### src/rtl/sadc_fe_pkg.sv
package sadc_fe_pkg;

    localparam int BUS_W = 8;
    localparam int RES_W = 16;

    localparam logic [1:0] OFS_RES_LO = 2'd0;
    localparam logic [1:0] OFS_RES_HI = 2'd1;
    localparam logic [1:0] OFS_CMD    = 2'd2;
    localparam logic [1:0] OFS_STATUS = 2'd3;

    // Command byte fields, the converter decodes these positions.
    typedef struct packed {
        logic       single_ended;
        logic       odd_chan;
        logic [1:0] chan_pair;
        logic [1:0] span;
        logic [1:0] unused;
    } conv_cmd_t;

    typedef struct packed {
        logic data_ready;
        logic busy;
        logic rsv5;
        logic irq_pend;
        logic rsv3;
        logic rsv2;
        logic overrun;
        logic irq_en;
    } stat_t;

    function automatic conv_cmd_t decode_cmd(input logic [BUS_W-1:0] raw);
        conv_cmd_t c;
        c = conv_cmd_t'(raw);
        c.unused = 2'b00;
        return c;
    endfunction

    function automatic logic [BUS_W-1:0] pack_status(input logic rdy, input logic bsy,
                                                     input logic pend, input logic ovr,
                                                     input logic en);
        stat_t s;
        s = '0;
        s.data_ready = rdy;
        s.busy       = bsy;
        s.irq_pend   = pend;
        s.overrun    = ovr;
        s.irq_en     = en;
        return s;
    endfunction

endpackage

### src/rtl/sadc_serial_engine.sv
module sadc_serial_engine #(
    parameter int HALF_DIV   = 4,
    parameter int FRAME_BITS = 16,
    parameter int CMD_BITS   = 8
) (
    input  logic                  clk,
    input  logic                  rst,
    input  logic                  start,
    input  logic [CMD_BITS-1:0]   cmd_byte,
    output logic                  busy,
    output logic                  frame_done,
    output logic [FRAME_BITS-1:0] rx_word,
    output logic                  sclk,
    output logic                  mosi,
    input  logic                  miso
);
    localparam int DIV_W = $clog2(HALF_DIV + 1);
    localparam int BIT_W = $clog2(FRAME_BITS);
    localparam int PAD   = FRAME_BITS - CMD_BITS;

    logic [DIV_W-1:0]      div_cnt;
    logic [BIT_W-1:0]      bit_cnt;
    logic [FRAME_BITS-1:0] tx_sr;
    logic [FRAME_BITS-1:0] rx_sr;
    logic                  half_tick;
    logic                  last_bit;

    assign half_tick  = busy && (div_cnt == DIV_W'(HALF_DIV - 1));
    assign last_bit   = (bit_cnt == BIT_W'(FRAME_BITS - 1));
    assign frame_done = half_tick && sclk && last_bit;
    assign mosi       = busy && tx_sr[FRAME_BITS-1];
    assign rx_word    = rx_sr;

    always_ff @(posedge clk) begin
        if (rst) begin
            busy    <= 1'b0;
            sclk    <= 1'b0;
            div_cnt <= '0;
            bit_cnt <= '0;
            tx_sr   <= '0;
            rx_sr   <= '0;
        end else if (!busy) begin
            div_cnt <= '0;
            if (start) begin
                busy    <= 1'b1;
                sclk    <= 1'b0;
                bit_cnt <= '0;
                tx_sr   <= FRAME_BITS'(cmd_byte) << PAD;
            end
        end else begin
            div_cnt <= half_tick ? '0 : div_cnt + DIV_W'(1);
            if (half_tick) begin
                if (!sclk) begin
                    // rising edge: capture the converter's bit
                    sclk  <= 1'b1;
                    rx_sr <= {rx_sr[FRAME_BITS-2:0], miso};
                end else begin
                    // falling edge: launch the next command bit
                    sclk <= 1'b0;
                    if (last_bit) begin
                        busy <= 1'b0;
                    end else begin
                        bit_cnt <= bit_cnt + BIT_W'(1);
                        tx_sr   <= {tx_sr[FRAME_BITS-2:0], 1'b0};
                    end
                end
            end
        end
    end

    // the data line only moves while the serial clock is low
    a_r3_mosi_hold: assert property (@(posedge clk) disable iff (rst)
        (sclk && $past(sclk)) |-> $stable(mosi));

    // serial clock parks low between frames
    a_r9_idle_sclk_low: assert property (@(posedge clk) disable iff (rst)
        !busy |-> !sclk);

endmodule

### src/rtl/sadc_reg_bank.sv
module sadc_reg_bank
    import sadc_fe_pkg::*;
(
    input  logic             clk,
    input  logic             rst,
    input  logic             we,
    input  logic [1:0]       addr,
    input  logic [BUS_W-1:0] wdata,
    output logic [BUS_W-1:0] rdata,
    input  logic             eng_busy,
    input  logic             eng_done,
    input  logic [RES_W-1:0] eng_word,
    output logic             eng_start,
    output logic [BUS_W-1:0] eng_cmd,
    output logic             convst,
    output logic             irq
);
    conv_cmd_t        cmd_q;
    conv_cmd_t        cmd_next;
    logic [BUS_W-1:0] lo_q;
    logic [BUS_W-1:0] hi_q;
    logic             ready_q;
    logic             pend_q;
    logic             en_q;
    logic             ovr_q;
    logic             convst_q;
    logic             cmd_wr;
    logic             stat_wr;

    assign cmd_wr    = we && (addr == OFS_CMD);
    assign stat_wr   = we && (addr == OFS_STATUS);
    assign cmd_next  = decode_cmd(wdata);
    assign eng_start = cmd_wr && !eng_busy;
    assign eng_cmd   = cmd_next;
    assign convst    = convst_q;
    assign irq       = pend_q && en_q;

    always_ff @(posedge clk) begin
        if (rst) begin
            cmd_q    <= '0;
            lo_q     <= '0;
            hi_q     <= '0;
            ready_q  <= 1'b0;
            pend_q   <= 1'b0;
            en_q     <= 1'b0;
            ovr_q    <= 1'b0;
            convst_q <= 1'b0;
        end else begin
            convst_q <= eng_done;
            if (eng_done) begin
                lo_q    <= eng_word[BUS_W-1:0];
                hi_q    <= eng_word[RES_W-1:BUS_W];
                ready_q <= 1'b1;
                pend_q  <= 1'b1;
            end
            if (eng_start) begin
                cmd_q   <= cmd_next;
                ready_q <= 1'b0;
                pend_q  <= 1'b0;
            end
            if (stat_wr) begin
                en_q <= wdata[0];
                if (wdata[1]) ovr_q <= 1'b0;
            end
            if (cmd_wr && eng_busy) ovr_q <= 1'b1;
        end
    end

    always_comb begin
        unique case (addr)
            OFS_RES_LO: rdata = lo_q;
            OFS_RES_HI: rdata = hi_q;
            OFS_CMD:    rdata = cmd_q;
            default:    rdata = pack_status(ready_q, eng_busy, pend_q, ovr_q, en_q);
        endcase
    end

    // ready only follows a finished frame
    a_r6_ready_from_frame: assert property (@(posedge clk) disable iff (rst)
        $rose(ready_q) |-> $past(eng_done));

    // an accepted command drops ready and the engine runs
    a_r2_accept_starts: assert property (@(posedge clk) disable iff (rst)
        eng_start |=> (!ready_q && eng_busy));

    // overrun stays until explicitly cleared
    a_r7_overrun_sticky: assert property (@(posedge clk) disable iff (rst)
        (ovr_q && !(stat_wr && wdata[1])) |=> ovr_q);

    // pending never outlives ready
    a_r8_pend_with_ready: assert property (@(posedge clk) disable iff (rst)
        pend_q |-> ready_q);

endmodule

### src/rtl/sadc_cmd_frontend.sv
module sadc_cmd_frontend
    import sadc_fe_pkg::*;
#(
    parameter int HALF_DIV = 4
) (
    input  logic             clk,
    input  logic             rst,
    input  logic             bus_we,
    input  logic [1:0]       bus_addr,
    input  logic [BUS_W-1:0] bus_wdata,
    output logic [BUS_W-1:0] bus_rdata,
    output logic             adc_sclk,
    output logic             adc_mosi,
    input  logic             adc_miso,
    output logic             adc_convst,
    output logic             irq
);
    logic             busy;
    logic             done;
    logic             start;
    logic [RES_W-1:0] word;
    logic [BUS_W-1:0] cmd;

    sadc_reg_bank u_regs (
        .clk       (clk),
        .rst       (rst),
        .we        (bus_we),
        .addr      (bus_addr),
        .wdata     (bus_wdata),
        .rdata     (bus_rdata),
        .eng_busy  (busy),
        .eng_done  (done),
        .eng_word  (word),
        .eng_start (start),
        .eng_cmd   (cmd),
        .convst    (adc_convst),
        .irq       (irq)
    );

    sadc_serial_engine #(
        .HALF_DIV   (HALF_DIV),
        .FRAME_BITS (RES_W),
        .CMD_BITS   (BUS_W)
    ) u_engine (
        .clk        (clk),
        .rst        (rst),
        .start      (start),
        .cmd_byte   (cmd),
        .busy       (busy),
        .frame_done (done),
        .rx_word    (word),
        .sclk       (adc_sclk),
        .mosi       (adc_mosi),
        .miso       (adc_miso)
    );

endmodule

### config.mk
export PLATFORM = sky130hd
export DESIGN_NAME = sadc_cmd_frontend
export DESIGN_NICKNAME = d
export VERILOG_FILES = /design/src/rtl/sadc_fe_pkg.sv /design/src/rtl/sadc_serial_engine.sv /design/src/rtl/sadc_reg_bank.sv /design/src/rtl/sadc_cmd_frontend.sv
export SDC_FILE = /design/constraint.sdc
export NUM_CORES = 1
export LEC_CHECK = 0
export ABC_AREA = 1
export CORE_MARGIN = 2
export CORE_UTILIZATION = 40
export DETAILED_ROUTE_END_ITERATION = 6
export PLACE_DENSITY = 0.61
export SLEW_MARGIN = 15
export SYNTH_ARGS = -nofsm -noshare
export SYNTH_HDL_FRONTEND = slang
export SYNTH_SLANG_ARGS = --single-unit
### constraint.sdc
create_clock -name clk -period 2.6 [get_ports clk]
set_input_delay 0.52 -clock clk [delete_from_list [all_inputs] [get_ports clk]]
set_output_delay 0.52 -clock clk [all_outputs]
set_load 0.02 [all_outputs]
==> summary.txt <==
Outcome
  • Status: finished clean

Layout
  • Final instance count without filler cells: 419
  • Antenna diodes: 0
  • Synth-to-Final Area Change: 21.8%
  • Layout cells sized above 1: 12.2%
  • Layout Nets: 356

Placed design
  • Hpwl dp: 3.63 mm
  • Cells after DPL: 403
  • GP Congestion: 0.752
  • PortBufs: 25

Global route
  • First-pass GRT wire length: 8.74 mm
  • Initial antenna violation count: 0
  • Gr ovfl total: 0
  • Total GRT Usage: around 18%
  • Largest net degree at the start of global routing: 40
  • Vias in the first global route: 1891

STA
  • Worst-margin pin slew: 0.386 ns
  • Setup_tns: 0 ns
  • Period Utilization, post-route: 91.2%
  • Tmin final: 2.37 ns
  • Fin. Hold Viols: 0
  • Slew headroom: approximately three quarters
  • Skew final: 0.00810 ns
  • Pins Over Slew Limit: 0
  • Final setup violation count: 0
  • F_max: 422 MHz
  • RSZ-0062 raised after global routing: no

Worst setup path
  • Critical path type: in -> out
  • Max incr delay on CP: approximately 0.45 ns
  • Critical Path, Cell by Cell: clkdlybuf4s50_1 -> buf_4 -> nor2_4 -> nand2_1 -> o211ai_1 -> dlygate4sd2_1
  • Max FO, Critical Path: 8
  • R2R setup slack: 1.00 ns
  • Critical-path top delay cell: clkdlybuf4s50_1
  • Worst Path Required: 2.08 ns
  • Crit. End Element: output pin
  • Startpoint type of the worst setup path: input pin
  • CP arrival: 1.85 ns

Die
  • Die ar.: 6570 µm²
  • Initial core utilization: between 40% and 50%
  • Total core area: 5820 µm²
  • # rows: 28
  • I/O pins: 26
  • Die Span Y: approximately 81 µm
  • Die width: around 81 µm

Synthesis
  • Register area share after synthesis: 48.1%
  • Post-Synth XOR/XNOR Area: 0%
  • Yosys top cell area share: 48.1%
  • Post-synthesis simple-gate area fraction: 26.1%
  • Multiplexer share of the synthesized area: 0%
  • Yosys top cell by area: dfxtp_1
  • Ys Warns: 0
  • Post-synth net total: 325
  • Synth Area in Adders: between 1.5 and 2%
  • Largest family of logic cells by synthesized area: simple AND/OR/NAND/NOR gates
  • Syn avg cell area: approximately 7.7 µm²
  • Synthesized flop and latch total: 57
  • Library cells used by synthesis: 26
  • Cells taking the most area after synthesis: dfxtp_1, nor2_1, nand2_1
  • Syn Std Cell Area: 2370 µm²
  • Cell count after synthesis: 308
  • Synth Area in Compound Gates: 16.6%

Power and ir drop
  • Leak: 1.22 nW
  • Internal power: 1.46 mW
  • Psw: ~400 µW
  • Combinational power share: under 10%
  • Sequential power share: a little under half
  • VDD IR max: 0.269 mV
  • Net Sw Frac: 22.0%
  • Power density cells: 648 nW/µm²
  • Clk network pwr share: 46.8%

CTS
  • Root Buffer: clkbuf_8
  • Clock latency on the worst-skew pair: between 0.3 and 0.4 ns
  • Clock sink total: 57
  • Num CTS Buffers: 9
  • CTS H-tree depth: 3
  • CTS tree: done
  • Max Buffers Root-to-Sink: 2
  • Clk slew on worst S/H paths: around 0.06 ns
  • Post-CTS Setup Bufs: 0

Routing
  • Via count: between 2000 and 2500
  • Avg Vias per Cell: between 4 and 5
  • First-iteration detailed-routing DRC count: around 110
  • Final ANT Viol Nets: 0
  • Routed len/inst: 12.3 µm
  • Total Wirelength: 5.15 mm
  • TritonRoute pass-1 iters: 4
  • DRC: 0

Hold path
  • Worst Hold Class: reg -> reg

Job
  • Maximum Capacitance Violations: 0
registers in the layout, indices dropped and copies added (netlist names):
register	cells
u_regs.hi_q	8
u_regs.ready_q	1
u_engine.div_cnt	3
u_engine.bit_cnt	4
u_regs.lo_q	8
u_engine.tx_sr	6
u_engine.busy	1
u_regs.convst	1
u_engine.rx_word	16
u_regs.ovr_q	1
u_engine.sclk	1
u_regs.en_q	1
u_regs.cmd_q	6
worst max-delay path: cells and delay by family:
kind                   cells  cell delay (ns)
buffers and inverters      3             0.98
AND/OR/NAND/NOR            2             0.25
AO/OA/AOI/OAI              1             0.10
path summary, 6_finish.rpt:
path / from / to / cells after the start
worst max-delay path: bus_addr[0] / bus_rdata[5] / 6
worst min-delay path: u_engine.div_cnt[0] / u_engine.div_cnt[0] / 1
worst max register to register: u_engine.div_cnt[0] / u_regs.ready_q / 8
worst min register to register: u_engine.div_cnt[0] / u_engine.div_cnt[0] / 1
kinds of logic (layout without fill, tap and decap cells):
group | count (synthesis) | in the layout
AND/OR/NAND/NOR | 138 | 138
AO/OA/AOI/OAI | 71 | 71
flip-flops | 57 | 57
buffers and inverters | 39 | 75
adder cells (fa/ha/maj) | 3 | 3
what timing repair did:
item | 4_1_cts | 5_1_grt
gates resized for setup | 8 | 0
setup endpoints to repair | 8 | 0
hold buffers | 0 | 0
endpoints found under the hold margin | 0 | 0
Yosys cell counts, drive strengths merged:
| cell type | instances |
|---|---|
| nand3 | 21 |
| or2 | 1 |
| buf | 7 |
| nand4 | 1 |
| a21oi | 21 |
| o21ai | 42 |
| nand2 | 48 |
| dfxtp | 57 |
| ha | 3 |
| o211ai | 4 |
| nor3 | 2 |
| o221ai | 1 |
| inv | 26 |
| clkinv | 1 |
| o2111ai | 3 |
| clkbuf | 5 |
| nor2 | 65 |
placed cells by master (no fill, tap or decap), types with 3 or more instances in the layout:
cell type	n
nor2_1	60
dfxtp_1	57
nand2_1	43
o21ai_0	26
inv_1	22
a21oi_1	21
nand3_1	20
clkdlybuf4s50_1	17
o21ai_1	12
clkbuf_8	9
dlygate4sd2_1	8
buf_4	7
inv_2	4
o211ai_1	4
clkinv_2	4
o21ai_2	4
nor2_4	3
o2111ai_1	3
nand2_4	3
ha_1	3
power by group through the flow:
stage	Clock [mW]	Sequential (mW)	Combinational [mW]
2_1_floorplan	0	0.910	0.0598
3_3_place_gp	0	0.912	0.106
3_5_place_dp	0	0.912	0.106
4_1_cts	0.898	0.893	0.105
5_1_grt	0.945	0.893	0.118
6_report	0.878	0.893	0.105
metrics by stage:
stage	worst slack [ns]	utilization (%)	instance area [µm²]	hold WS [ns]	total power, mW
final	0.230	49.7	2890	0.437	1.88
after global placement	-0.0313	46.3	2690	0.415	1.02
after detailed placement	-0.0619	46.3	2690	0.430	1.02
after floorplan	0.941	-	2370	0.399	0.970
after global routing	0.0974	49.7	2890	0.457	1.96
after CTS	0.217	49.7	2890	0.439	1.90
metal layers:
| layer | vias up | wire [µm] | GRT usage (%) |
|---|---|---|---|
| li1 | 1077 | - | - |
| met1 | 933 | 2610 | 24.3 |
| met2 | 35 | 2280 | 26.4 |
| met3 | 8 | 195 | 5.33 |
| met4 | 0 | 70 | 6.61 |
| met5 | - | 0 | 0 |
area by class of cell:
type                            count  area, µm²
Clock buffer                       10        128
Clock inverter                      6       82.6
Fill cell                         625       2920
Inverter                           27        103
Multi-Input combinational cell    212       1050
Sequential cell                    57       1140
Tap cell                           75       93.8
Timing Repair Buffer               32        293
Power figures use the tool's default switching activity.
